===== src/rtl/pin_trig_pkg.sv =====
package pin_trig_pkg;

  typedef enum logic [1:0] {
    TRIG_FALL = 2'd0,
    TRIG_RISE = 2'd1,
    TRIG_BOTH = 2'd2,
    TRIG_LOW  = 2'd3
  } trig_mode_e;

  // stored per-pin control; filter fields are inert
  typedef struct packed {
    logic       flt_en;
    logic [1:0] flt_clk;
    trig_mode_e mode;
  } pin_ctrl_t;

  localparam int MODE_LSB   = 0;
  localparam int FCLK_LSB   = 4;
  localparam int FLTEN_BIT  = 7;
  localparam int CTRL_W     = 32;

  function automatic logic eval_trig(trig_mode_e m, logic prev, logic cur);
    logic hit;
    case (m)
      TRIG_FALL: hit = prev & ~cur;
      TRIG_RISE: hit = ~prev & cur;
      TRIG_BOTH: hit = prev ^ cur;
      default:   hit = ~cur;
    endcase
    return hit;
  endfunction

endpackage


===== src/rtl/pin_sync.sv =====
module pin_sync #(
  parameter int WIDTH  = 16,
  parameter int STAGES = 2
) (
  input  logic             clk_i,
  input  logic             rst_ni,
  input  logic [WIDTH-1:0] pin_i,
  output logic [WIDTH-1:0] lvl_o
);

  for (genvar g = 0; g < WIDTH; g++) begin : g_bit
    logic [STAGES-1:0] st_q;
    always_ff @(posedge clk_i or negedge rst_ni) begin
      if (!rst_ni) st_q <= '0;
      else         st_q <= {st_q[STAGES-2:0], pin_i[g]};
    end
    assign lvl_o[g] = st_q[STAGES-1];
  end

endmodule


===== src/rtl/pin_trig_eval.sv =====
module pin_trig_eval
  import pin_trig_pkg::*;
(
  input  logic       clk_i,
  input  logic       rst_ni,
  input  logic       lvl_i,
  input  trig_mode_e mode_i,
  input  logic       wr_i,
  input  trig_mode_e wr_mode_i,
  output logic       trig_o
);

  logic       prev_q;
  logic       trig_q;
  trig_mode_e eff_mode;

  // a write re-checks the pin under the incoming mode
  assign eff_mode = wr_i ? wr_mode_i : mode_i;

  always_ff @(posedge clk_i or negedge rst_ni) begin
    if (!rst_ni) begin
      prev_q <= 1'b0;
      trig_q <= 1'b0;
    end else begin
      prev_q <= lvl_i;
      trig_q <= eval_trig(eff_mode, prev_q, lvl_i);
    end
  end

  assign trig_o = trig_q;

  AST_LOW_LEVEL_FIRES: assert property (@(posedge clk_i) disable iff (!rst_ni)
    (mode_i == TRIG_LOW && !wr_i && !lvl_i) |=> trig_o);

  AST_NO_EDGE_NO_FIRE: assert property (@(posedge clk_i) disable iff (!rst_ni)
    (mode_i != TRIG_LOW && !wr_i && prev_q == lvl_i) |=> !trig_o);

  AST_BOTH_EDGE_FIRES: assert property (@(posedge clk_i) disable iff (!rst_ni)
    (mode_i == TRIG_BOTH && !wr_i && prev_q != lvl_i) |=> trig_o);

  AST_WRITE_REEVAL: assert property (@(posedge clk_i) disable iff (!rst_ni)
    (wr_i && wr_mode_i == TRIG_LOW && !lvl_i) |=> trig_o);

endmodule


===== src/rtl/pin_ctrl_regs.sv =====
module pin_ctrl_regs
  import pin_trig_pkg::*;
#(
  parameter int NUM_PINS = 16,
  parameter int ADDR_W   = 12
) (
  input  logic                      clk_i,
  input  logic                      rst_ni,
  input  logic                      wr_en_i,
  input  logic [ADDR_W-1:0]         addr_i,
  input  logic [CTRL_W-1:0]         wdata_i,
  output logic [CTRL_W-1:0]         rdata_o,
  output logic [NUM_PINS-1:0][1:0]  mode_o,
  output logic [NUM_PINS-1:0]       wr_stb_o,
  output logic [1:0]                wr_mode_o
);

  localparam int IDX_W = ADDR_W - 2;
  localparam logic [IDX_W:0] PIN_LIM = (IDX_W+1)'(NUM_PINS);

  pin_ctrl_t [NUM_PINS-1:0] ctrl_q;
  logic [IDX_W-1:0]         idx;
  logic                     hit;

  assign idx = addr_i[ADDR_W-1:2];
  assign hit = ({1'b0, idx} < PIN_LIM);
  assign wr_mode_o = wdata_i[MODE_LSB +: 2];

  for (genvar i = 0; i < NUM_PINS; i++) begin : g_reg
    assign wr_stb_o[i] = wr_en_i && hit && (idx == IDX_W'(i));
    assign mode_o[i]   = ctrl_q[i].mode;

    always_ff @(posedge clk_i or negedge rst_ni) begin
      if (!rst_ni) begin
        ctrl_q[i] <= '0;
      end else if (wr_stb_o[i]) begin
        ctrl_q[i].mode    <= trig_mode_e'(wdata_i[MODE_LSB +: 2]);
        ctrl_q[i].flt_clk <= wdata_i[FCLK_LSB +: 2];
        ctrl_q[i].flt_en  <= wdata_i[FLTEN_BIT];
      end
    end

    AST_WRITE_LANDS: assert property (@(posedge clk_i) disable iff (!rst_ni)
      wr_stb_o[i] |=> ctrl_q[i] == {$past(wdata_i[FLTEN_BIT]),
                                     $past(wdata_i[FCLK_LSB +: 2]),
                                     $past(wdata_i[MODE_LSB +: 2])});
  end

  always_comb begin
    rdata_o = '0;
    if (hit) begin
      for (int i = 0; i < NUM_PINS; i++) begin
        if (idx == IDX_W'(i)) begin
          rdata_o[MODE_LSB +: 2] = ctrl_q[i].mode;
          rdata_o[FCLK_LSB +: 2] = ctrl_q[i].flt_clk;
          rdata_o[FLTEN_BIT]     = ctrl_q[i].flt_en;
        end
      end
    end
  end

  AST_OOR_WRITE_IGNORED: assert property (@(posedge clk_i) disable iff (!rst_ni)
    (wr_en_i && !hit) |=> $stable(ctrl_q));

endmodule


===== src/rtl/pin_trigger_detect.sv =====
module pin_trigger_detect
  import pin_trig_pkg::*;
#(
  parameter int NUM_PINS = 16,
  parameter int ADDR_W   = 12
) (
  input  logic                clk_i,
  input  logic                rst_ni,
  input  logic [NUM_PINS-1:0] pin_i,
  input  logic                wr_en_i,
  input  logic [ADDR_W-1:0]   addr_i,
  input  logic [31:0]         wdata_i,
  output logic [31:0]         rdata_o,
  output logic [NUM_PINS:0]   event_o
);

  logic [NUM_PINS-1:0]      lvl;
  logic [NUM_PINS-1:0][1:0] mode;
  logic [NUM_PINS-1:0]      wr_stb;
  logic [1:0]               wr_mode;
  logic [NUM_PINS-1:0]      trig;

  pin_sync #(.WIDTH(NUM_PINS), .STAGES(2)) i_sync (
    .clk_i  (clk_i),
    .rst_ni (rst_ni),
    .pin_i  (pin_i),
    .lvl_o  (lvl)
  );

  pin_ctrl_regs #(.NUM_PINS(NUM_PINS), .ADDR_W(ADDR_W)) i_regs (
    .clk_i     (clk_i),
    .rst_ni    (rst_ni),
    .wr_en_i   (wr_en_i),
    .addr_i    (addr_i),
    .wdata_i   (wdata_i),
    .rdata_o   (rdata_o),
    .mode_o    (mode),
    .wr_stb_o  (wr_stb),
    .wr_mode_o (wr_mode)
  );

  for (genvar k = 0; k < NUM_PINS; k++) begin : g_pin
    pin_trig_eval i_eval (
      .clk_i     (clk_i),
      .rst_ni    (rst_ni),
      .lvl_i     (lvl[k]),
      .mode_i    (trig_mode_e'(mode[k])),
      .wr_i      (wr_stb[k]),
      .wr_mode_i (trig_mode_e'(wr_mode)),
      .trig_o    (trig[k])
    );
  end

  // event number 0 is reserved for "no event"
  assign event_o = {trig, 1'b0};

endmodule


===== config.mk =====
export PLATFORM = sky130hd
export DESIGN_NAME = pin_trigger_detect
export DESIGN_NICKNAME = d
export VERILOG_FILES = /design/src/rtl/pin_trig_pkg.sv /design/src/rtl/pin_sync.sv /design/src/rtl/pin_trig_eval.sv /design/src/rtl/pin_ctrl_regs.sv /design/src/rtl/pin_trigger_detect.sv
export SDC_FILE = /design/constraint.sdc
export NUM_CORES = 1
export LEC_CHECK = 0
export BUFFER_PORTS_ARGS = -buffer_cell sky130_fd_sc_hd__buf_2
export CORE_MARGIN = 2
export CORE_UTILIZATION = 52
export DETAILED_ROUTE_END_ITERATION = 8
export PLACE_DENSITY = 0.77
export SETUP_SLACK_MARGIN = 0.2
export SYNTH_ARGS = -nofsm -noshare
export SYNTH_HDL_FRONTEND = slang
export SYNTH_HIERARCHICAL = 1
export SYNTH_SLANG_ARGS = --single-unit

===== constraint.sdc =====
create_clock -name clk_i -period 1.31 [get_ports clk_i]
set_input_delay 0.0655 -clock clk_i [delete_from_list [all_inputs] [get_ports clk_i]]
set_output_delay 0.0655 -clock clk_i [all_outputs]
set_load 0.01 [all_outputs]

==> summary.txt, run 1 <==
CTS tree - yes
Status - finished with violations
R2r startpoint - i_regs/mode_o[6]
Global-route usage over all layers - 0.2419
Site row count - 44
Die area - 15,730 µm²
Worst Hold Launch - wdata_i[4]
Syn Area/Cell - 11.96 µm²
Top-area cell type share of the netlist area - 0.4701
Initial core utilization - 0.5295
Final worst slack - -744.5 ps
Via density per instance - 5.317
Slew HR - 0.5346
Core area - 14,480 µm²
RR Endpoint - g_pin[3].i_eval/trig_o
Post-DRT Antenna Nets - 0
Area leader, netlist - dfrtp_1
IO Port Bufs - 54
Sequential area share after synthesis - 0.4701
Cell Area, Synth - 7666 µm²
Synth Instances - 641
Total grt overflow - 0
CTS H-tree lvls - 4
Startpoint types - flop
Fmax - 0.4867 GHz
Largest net degree at the start of global routing - 48
Top cells by area in the synthesized netlist - dfrtp_1, buf_4, mux2_2
Antenna cells - 0
Post-synth top cells - dfrtp_1, buf_4, inv_1
Antenna violations before repair - 0
Clock slew at reported path FFs - 60 ps
Worst vdd ir - 1.051 mV
RSZ-0062 raised after global routing - true
Async SR Flop Fraction - 1.000
Count of final hold-check violations - 0
Placed insts - 899
Reg2reg setup slack - -90 ps
Count of non-filler cells in the finished layout - 968
Max cap viols - 0
Post-synthesis cell type count - 56
Final period util - 1.568
CP Class - reg2out
Area growth syn-to-layout - 31.32%
WL final - 18.01 mm
Hold depth - 3
Critical path cell sequence - mux4_2, o21ai_2, a211oi_2, a211o_1, buf_2
Met1 WL - 7.943 mm
PD cells - 1083 nW/µm²
Yosys warning total - 6
Layout cells sized above 1 - 0.4872
WP data required - 1240 ps
Avg WL per Cell - 18.60 µm
I/O pins - 112
Root buf cell - clkbuf_16
CP Max Fanout - 2
WL met3 - 604 µm
GP Congestion - 0.8901
Number of global-route vias before repair - 5,663
EDFF count, synth - 0
Vias - 5,147
Drt initial violations - 235
Die Y - 125.4 µm
Clk sinks - 144
Drt pass-1 iters - 4
Met2 WL - 9.042 mm
Slowest-stage cell, CP - mux4_2
Clk buf depth - 2
Fin Clk Skew - 8.114 ps
Nets - 868
Hold Path End - i_regs/ctrl_q[62]
CP arrival - 1990 ps
Ys flop type - dfrtp_1
CTS Buf Count - 17
Fin crit period - 2054 ps
Final Max Tran Viols - 0
Synthesis-stage register bit count - 144
Depth of the most critical reg-to-reg path - 4
Final setup viols - 16
Dpl ws - -570.8 ps
First-pass GRT wire length - 29.39 mm
HP Class - in2reg
Failing checks - setup timing
Die width - 125.4 µm
P_leak - 4.989 nW
Worst-Skew Late Latency - 420 ps
CP peak stage delay - 490 ps
Crit end category - primary output
Worst-margin pin slew - 698.1 ps
Hpwl dp - 12.71 mm
Post-route DRC - 0
Count leader, synth - dfrtp_1
Max Used Layer - met4
cells by family after synthesis:
kind of cell	Yosys count	synth area share
buf+inv	159	0.1219
flops	144	0.4701
mux	143	0.2311
simple gates	95	0.06757
compound gates	66	0.05615
fa+ha+maj	32	0.05223
other cells	2	0.0009796
layout by cell type (no fill, tap or decap), types with 19 or more instances in the layout:
cell     Yosys  final
ha_1        32     24
inv_1       53     41
mux2_4       0     21
conb_1       2     28
mux2i_1     42     28
dfrtp_1    144    144
mux4_2      19     19
nor2_4       3     23
mux2_2      44     42
buf_4       85    104
buf_2        9     44
mux2_1      38     19
sequential cells by signal, summed over array words and instances (netlist names):
signal               count
g_pin.i_eval/trig_o     16
g_pin.i_eval/prev_q     16
i_regs/ctrl_q           48
i_regs/mode_o           32
i_sync/g_bit.st_q       32
per-layer routing:
| metal | track usage | vias to the layer above |
|---|---|---|
| met5 | 0 | - |
| met4 | 0.07712 | 0 |
| met2 | 0.4051 | 106 |
| met3 | 0.05434 | 31 |
| met1 | 0.3143 | 2626 |
| li1 | - | 2384 |
critical path: cells and delay by family (launching register included):
family	cells	cell delay, ps
muxes	1	490
AOI/OAI and AO/OA	3	530
buffers and inverters	1	150
DFF	1	390
cell type report:
cell class,count,area [µm²]
fillers,1002,4412
multi-input cells,364,3859
flip-flops and latches,144,3603
repair buffers,191,1534
clock buffers,20,466.7
well taps,184,230.2
inverters,55,214.0
clock inverters,10,160.2
how the worst max path moves through the flow:
stage                           from                      to  slack, ps  cells past startpoint
global route        i_regs/mode_o[4]              rdata_o[0]       -790                      6
CTS                 i_regs/mode_o[1]              rdata_o[1]       -710                      5
floorplan                  addr_i[5]  g_pin[1].i_eval/trig_o       -360                      6
global placement          addr_i[11]  g_pin[1].i_eval/trig_o       -520                      7
detailed placement         addr_i[7]  g_pin[1].i_eval/trig_o       -570                      7
finish              i_regs/mode_o[7]              rdata_o[1]       -740                      5
through the flow:
| step | instance area (µm²) | utilization | setup TNS (ps) | hold slack (ps) | total power, mW |
|---|---|---|---|---|---|
| 4_1_cts | 9943 | 0.6867 | -3363 | 68.18 | 10.95 |
| 6_report | 10070 | 0.6953 | -3342 | 73.40 | 10.90 |
| 3_5_place_dp | 8718 | 0.6021 | -28740 | -20.04 | 5.718 |
| 5_1_grt | 10070 | 0.6953 | -4382 | 90.37 | 11.33 |
| 2_1_floorplan | 8248 | - | -5189 | -230.1 | 5.390 |
| 3_3_place_gp | 8718 | 0.6021 | -27080 | -23.19 | 5.676 |
power by group:
group / switching (mW) / internal (mW) / leakage, nW / total, mW
Combinational: 0.604 / 0.519 / 2.82 / 1.12
Clock: 1.80 / 3.31 / 0.308 / 5.11
Sequential: 0.0830 / 4.59 / 1.86 / 4.67
Total: 2.48 / 8.42 / 4.99 / 10.9
timing repair:
item | in CTS | in global routing
gates cloned | 0 | 0
hold buffers | 17 | 0
endpoints found under the setup margin | 55 | 30
setup buffers | 19 | 3
hold endpoints to repair | 160 | 0
pin swaps | 23 | 14
gates resized for setup | 56 | 22
No activity file was read; power rests on OpenSTA's default activity.
==> inputs of run 2 (changes only) <==
--- a/config.mk
+++ b/config.mk
@@ -9,6 +9,7 @@
 export CORE_MARGIN = 2
 export CORE_UTILIZATION = 52
 export DETAILED_ROUTE_END_ITERATION = 8
+export GPL_TIMING_DRIVEN = 0
 export PLACE_DENSITY = 0.77
 export SETUP_SLACK_MARGIN = 0.2
 export SYNTH_ARGS = -nofsm -noshare
==> run 2 against run 1 <==
The run still ends with setup timing left. Worst hold slack got worse by 25 ps. Critical path depth stayed put. Sequential share of layout area fell by 0.73 points. Setup slack worse by 32 ps. Die area did not move. Wire length increased by 6.4%. Combinational power grew 9%. Cell count grew 1.3%. Sequential cell count stayed put. Register-to-register slack got worse by 20 ps. First-iteration DRC count grew 1.3%. Critical endpoint unchanged.
==> summary.txt, run 2 (synthesized netlist as in run 1, its figures left out) <==
Worst vdd ir - 0.9486 mV
Worst-Skew Late Latency - 420 ps
WP data required - 1240 ps
Clk buf depth - 2
Clock slew at reported path FFs - 60 ps
PD cells - 1074 nW/µm²
Fillers - 970
Nets - 881
Total grt overflow - 0
IO Port Bufs - 52
Clk sinks - 144
Count of final hold-check violations - 0
Final Max Tran Viols - 0
RSZ-0062 raised after global routing - true
Die area - 15,730 µm²
Largest net degree at the start of global routing - 81
CP Max Fanout - 3
CP peak stage delay - 490 ps
Layout cells sized above 1 - 0.4843
Antenna cells - 0
CTS Buf Count - 17
P_leak - 5.078 nW
Global-route usage over all layers - 0.2499
Site row count - 44
Fin Clk Skew - 6.797 ps
WL final - 19.16 mm
Drt pass-1 iters - 5
Hpwl dp - 12.83 mm
CTS tree - yes
Slew HR - 0.5818
Hold Path End - i_regs/mode_o[6]
Final worst slack - -776.5 ps
Failing checks - setup timing
Fin crit period - 2087 ps
Slowest-stage cell, CP - mux4_2
Worst Hold Launch - wdata_i[0]
Startpoint types - flop
Max cap viols - 0
GP Congestion - 0.9014
Crit end category - primary output
Antenna violations before repair - 0
Critical path cell sequence - mux4_2, o21ai_2, a211oi_1, a211o_1, buf_2
TNS Setup - -4730 ps
Number of flip-flops in the largest register - 48
Reg2reg setup slack - -110 ps
Number of global-route vias before repair - 5,603
Worst-margin pin slew - 627.3 ps
Hold depth - 2
Vias - 5,301
Post-DRT Antenna Nets - 0
Multi-input gate area - 3902 µm²
Avg WL per Cell - 19.53 µm
Initial core utilization - 0.5295
Via density per instance - 5.404
Final period util - 1.593
CP arrival - 2020 ps
Core area - 14,480 µm²
CP Class - reg2out
RR Endpoint - g_pin[14].i_eval/trig_o
Commonest non-fill, non-tap cell in the layout - dfrtp_1
Die Y - 125.4 µm
Post-route DRC - 0
Drt initial violations - 238
Register area - 3603 µm²
Crit path launch - i_regs/mode_o[1]
CTS H-tree lvls - 4
First-pass GRT wire length - 29.97 mm
Commonest non-fill, non-tap cells in the layout - dfrtp_1, buf_4, buf_2
Most flop-heavy register - i_regs/ctrl_q
Final setup viols - 22
Area growth syn-to-layout - 34.06%
R2r startpoint - i_regs/mode_o[28]
Die width - 125.4 µm
Status - finished with violations
HP Class - in2reg
I/O pins - 112
Root buf cell - clkbuf_16
Worst hold slack - 48.01 ps
Fmax - 0.4793 GHz
Depth of the most critical reg-to-reg path - 3
-- run 2: changes by cell type in the layout (fill, tap and decap cells not counted), moves of 4 or more --
cell           delta
mux2_1           -11
buf_6            +10
inv_2             -5
dlygate4sd3_1     +6
buf_4            -23
inv_1             +5
mux2_4           +14
clkbuf_1          +6
nand2_8           +4
buf_2             +7
buf_8             +6
-- run 2: worst max-delay path by stage --
stage                                   endpoint  slack (ps)  cells after the start
after global routing                  rdata_o[0]        -810                      6
after floorplan           g_pin[1].i_eval/trig_o        -360                      6
after detailed placement  g_pin[1].i_eval/trig_o        -680                      7
final                                 rdata_o[1]        -780                      5
after global placement         i_regs/ctrl_q[14]       -1740                      1
after CTS                             rdata_o[1]        -780                      5
-- run 2: layout make-up --
class | count | area share
multi-input cells | 364 | 0.3797
flip-flops and latches | 144 | 0.3506
plain buffers | 104 | 0.08851
repair buffers | 100 | 0.07694
clock buffers | 21 | 0.04578
well taps | 184 | 0.02240
inverters | 55 | 0.02082
clock inverters | 9 | 0.01522
-- run 2: metal layers --
layer,share of wire,wire length [µm],up-vias,global-route usage
met3,0.041,788,33,0.05220
met1,0.42,8018,2709,0.3161
li1,-,-,2404,-
met2,0.52,9921,155,0.4289
met4,0.022,429,0,0.08497
met5,0,0,-,0
-- run 2: critical path: cells and delay by family (launching register included) --
kind	cells	cell delay, ps
buffers and inverters	1	140
muxes	1	490
AOI/OAI and AO/OA	3	560
DFF	1	410
-- run 2: repair_timing --
item                                    CTS  global route
pin swaps                                30            23
hold endpoints to repair                102             0
setup buffers                            10            14
hold buffers                             23             0
endpoints found under the setup margin   40           161
cloned                                    0             0
gates resized for setup                  41            65
-- run 2: where the power goes --
part | switching, mW | total, mW | leakage (nW) | internal, mW
Clock | 1.83 | 5.16 | 0.309 | 3.32
Sequential | 0.0705 | 4.66 | 1.86 | 4.59
Combinational | 0.650 | 1.22 | 2.90 | 0.575
-- run 2: per-stage QoR --
step	setup WS, ps	instance area, µm²	std cells	utilization	power (mW)
global placement	-1740	8738	903	0.6035	5.712
floorplan	-362.3	8248	667	-	5.390
CTS	-780.3	9867	967	0.6815	11.02
detailed placement	-677.9	8772	904	0.6059	5.770
finish	-776.5	10280	981	0.7098	11.04
global route	-809.1	10280	981	0.7098	11.45
==> inputs of run 3 (changes only) <==
--- a/config.mk
+++ b/config.mk
@@ -5,12 +5,12 @@
 export SDC_FILE = /design/constraint.sdc
 export NUM_CORES = 1
 export LEC_CHECK = 0
-export BUFFER_PORTS_ARGS = -buffer_cell sky130_fd_sc_hd__buf_2
 export CORE_MARGIN = 2
-export CORE_UTILIZATION = 52
+export CORE_UTILIZATION = 58
 export DETAILED_ROUTE_END_ITERATION = 8
+export DONT_BUFFER_PORTS = 1
 export GPL_TIMING_DRIVEN = 0
-export PLACE_DENSITY = 0.77
+export PLACE_DENSITY = 0.76
 export SETUP_SLACK_MARGIN = 0.2
 export SYNTH_ARGS = -nofsm -noshare
 export SYNTH_HDL_FRONTEND = slang
==> run 3 against run 2 <==
Wire length up 4.6%. Via count down 3.6%. The flow finishes with violations (hold timing, setup timing). Final area shrank 4.1%. Clock skew is 2.4 ps higher. Non-clock buffer count down 60. Sequential cell count unchanged. Setup slack better by 160 ps. Total power decreased by 5.3%. Cell count is 6.7% lower. Sequential power about the same. Global-route usage grew 4.2 points.
==> summary.txt, run 3 (synthesized netlist as in run 1, its figures left out) <==
Cell internal pwr - 7.837 mW
CTS tree - yes
Fmax - 0.5184 GHz
WP data required - 1240 ps
Combinational power share - 0.101
Final setup viols - 21
Core area - 13,090 µm²
Largest net degree at the start of global routing - 145
Count of final hold-check violations - 144
PD cells - 1062 nW/µm²
Startpoint types - flop
Root buf cell - clkbuf_16
Crit end category - primary output
Failing checks - hold timing, setup timing
Die width - 119.0 µm
Most flop-heavy register - i_regs/ctrl_q
DP Area - 8468 µm²
Hpwl dp - 12.90 mm
Post-DRT Antenna Nets - 0
Clk buf depth - 2
Antenna violations before repair - 0
I/O pins - 112
Antenna cells - 0
Worst hold slack - -669.1 ps
Drt initial violations - 303
IO Port Bufs - 0
Final Max Tran Viols - 0
Die area - 14,150 µm²
Initial core utilization - 0.5859
Fin crit period - 1929 ps
Global-route usage over all layers - 0.2915
CTS H-tree lvls - 4
Commonest non-fill, non-tap cells in the layout - dfrtp_1, buf_4, mux2_2
Worst-margin pin slew - 626.1 ps
P_leak - 4.753 nW
Layout cells sized above 1 - 0.4493
Number of global-route vias before repair - 5,528
CP arrival - 1860 ps
Via density per instance - 5.584
Final period util - 1.473
Nets - 821
Fin Clk Skew - 9.175 ps
RSZ-0062 raised after global routing - true
Clk sinks - 144
Final worst slack - -619.1 ps
Sw Ratio - 0.2506
Dpl ws - -584.7 ps
Hold buffers post-CTS - 21
Fillers - 836
First-pass GRT wire length - 30.73 mm
Seq pwr share - 0.447
Slew HR - 0.5826
Clk pwr share - 0.452
CTS Buf Count - 17
Clock slew at reported path FFs - 70 ps
Vias - 5,109
Post-route DRC - 0
WL final - 20.05 mm
Site row count - 42
Total grt overflow - 0
Status - finished with violations
Commonest non-fill, non-tap cell in the layout - dfrtp_1
Worst-Skew Late Latency - 420 ps
Die Y - 119.0 µm
CP Max Fanout - 3
Max cap viols - 0
Design Power - 10.46 mW
CP Class - reg2out
Reg2reg setup slack - -110 ps
Switching pwr - 2.621 mW
HP Class - in2async
Area growth syn-to-layout - 28.51%
GP Congestion - 0.9447
Drt pass-1 iters - 4
Number of flip-flops in the largest register - 48
Avg WL per Cell - 21.91 µm
Final instance area - 9852 µm²
Worst vdd ir - 1.490 mV
==> run 3: cell types whose count changed in the layout (fill, tap and decap cells not counted), sizes merged <==
cell / previous run / this run
buf: 173 / 115
clkinvlp: 0 / 5
bufinv: 4 / 1
clkbuf: 29 / 27
dlygate4sd3: 23 / 21
inv: 56 / 58
==> run 3: layout make-up <==
| type | instances | area, µm² | share of cell area |
|---|---|---|---|
| Inverter | 55 | 234.0 | 0.02375 |
| Buffer | 104 | 932.1 | 0.09462 |
| Clock buffer | 19 | 452.9 | 0.04597 |
| Sequential cell | 144 | 3606 | 0.3660 |
| Tap cell | 176 | 220.2 | 0.02235 |
| Timing Repair Buffer | 40 | 371.6 | 0.03772 |
| Clock inverter | 13 | 128.9 | 0.01308 |
| Multi-Input combinational cell | 364 | 3906 | 0.3965 |
==> run 3: per-stage QoR <==
step / TNS, ps / cells / util
after global routing: -4383 / 915 / 0.7529
final: -3520 / 915 / 0.7529
after CTS: -3449 / 902 / 0.7315
after floorplan: -5189 / 667 / -
after global placement: -13810 / 843 / 0.6472
after detailed placement: -14010 / 843 / 0.6472
==> run 3: worst max-delay path, cell delays in order (launching register included) <==
cell	delay, ps
dfrtp_1	400
mux4_2	500
o21ai_1	130
a211oi_1	80
a211o_1	330
==> run 3: final timing paths <==
kind	from	endpoint	cells after the start
max in group asynchronous	rst_ni	i_regs/ctrl_q[48]	0
hold / removal	rst_ni	i_sync/g_bit[4].st_q[0]	0
setup / recovery	i_regs/mode_o[5]	rdata_o[1]	4
hold reg to reg	i_sync/g_bit[6].st_q[0]	i_sync/g_bit[6].st_q[1]	0
setup reg to reg	i_regs/mode_o[22]	g_pin[11].i_eval/trig_o	3
min in group clk_i	wr_en_i	i_regs/ctrl_q[53]	4
==> run 3: power by group through the flow <==
stage,combinational (mW),clock [mW],sequential (mW)
after floorplan,0.666,0,4.72
after global placement,0.810,0,4.74
after detailed placement,0.835,0,4.75
after CTS,0.971,4.79,4.67
after global routing,1.13,4.99,4.69
final,1.06,4.72,4.68
==> run 3: layer usage <==
| layer | GRT usage | share of wire | up-vias |
|---|---|---|---|
| li1 | - | - | 2276 |
| met1 | 0.3628 | 0.42 | 2639 |
| met2 | 0.4975 | 0.51 | 162 |
| met3 | 0.07423 | 0.046 | 32 |
| met4 | 0.09598 | 0.026 | 0 |
| met5 | 0 | 0 | - |
==> run 3: timing repair <==
item / CTS / global route
endpoints found under the hold margin: 190 / 144
buffers inserted: 6 / 13
resized for setup: 64 / 39
endpoints found under the setup margin: 21 / 22
pin swaps: 18 / 26
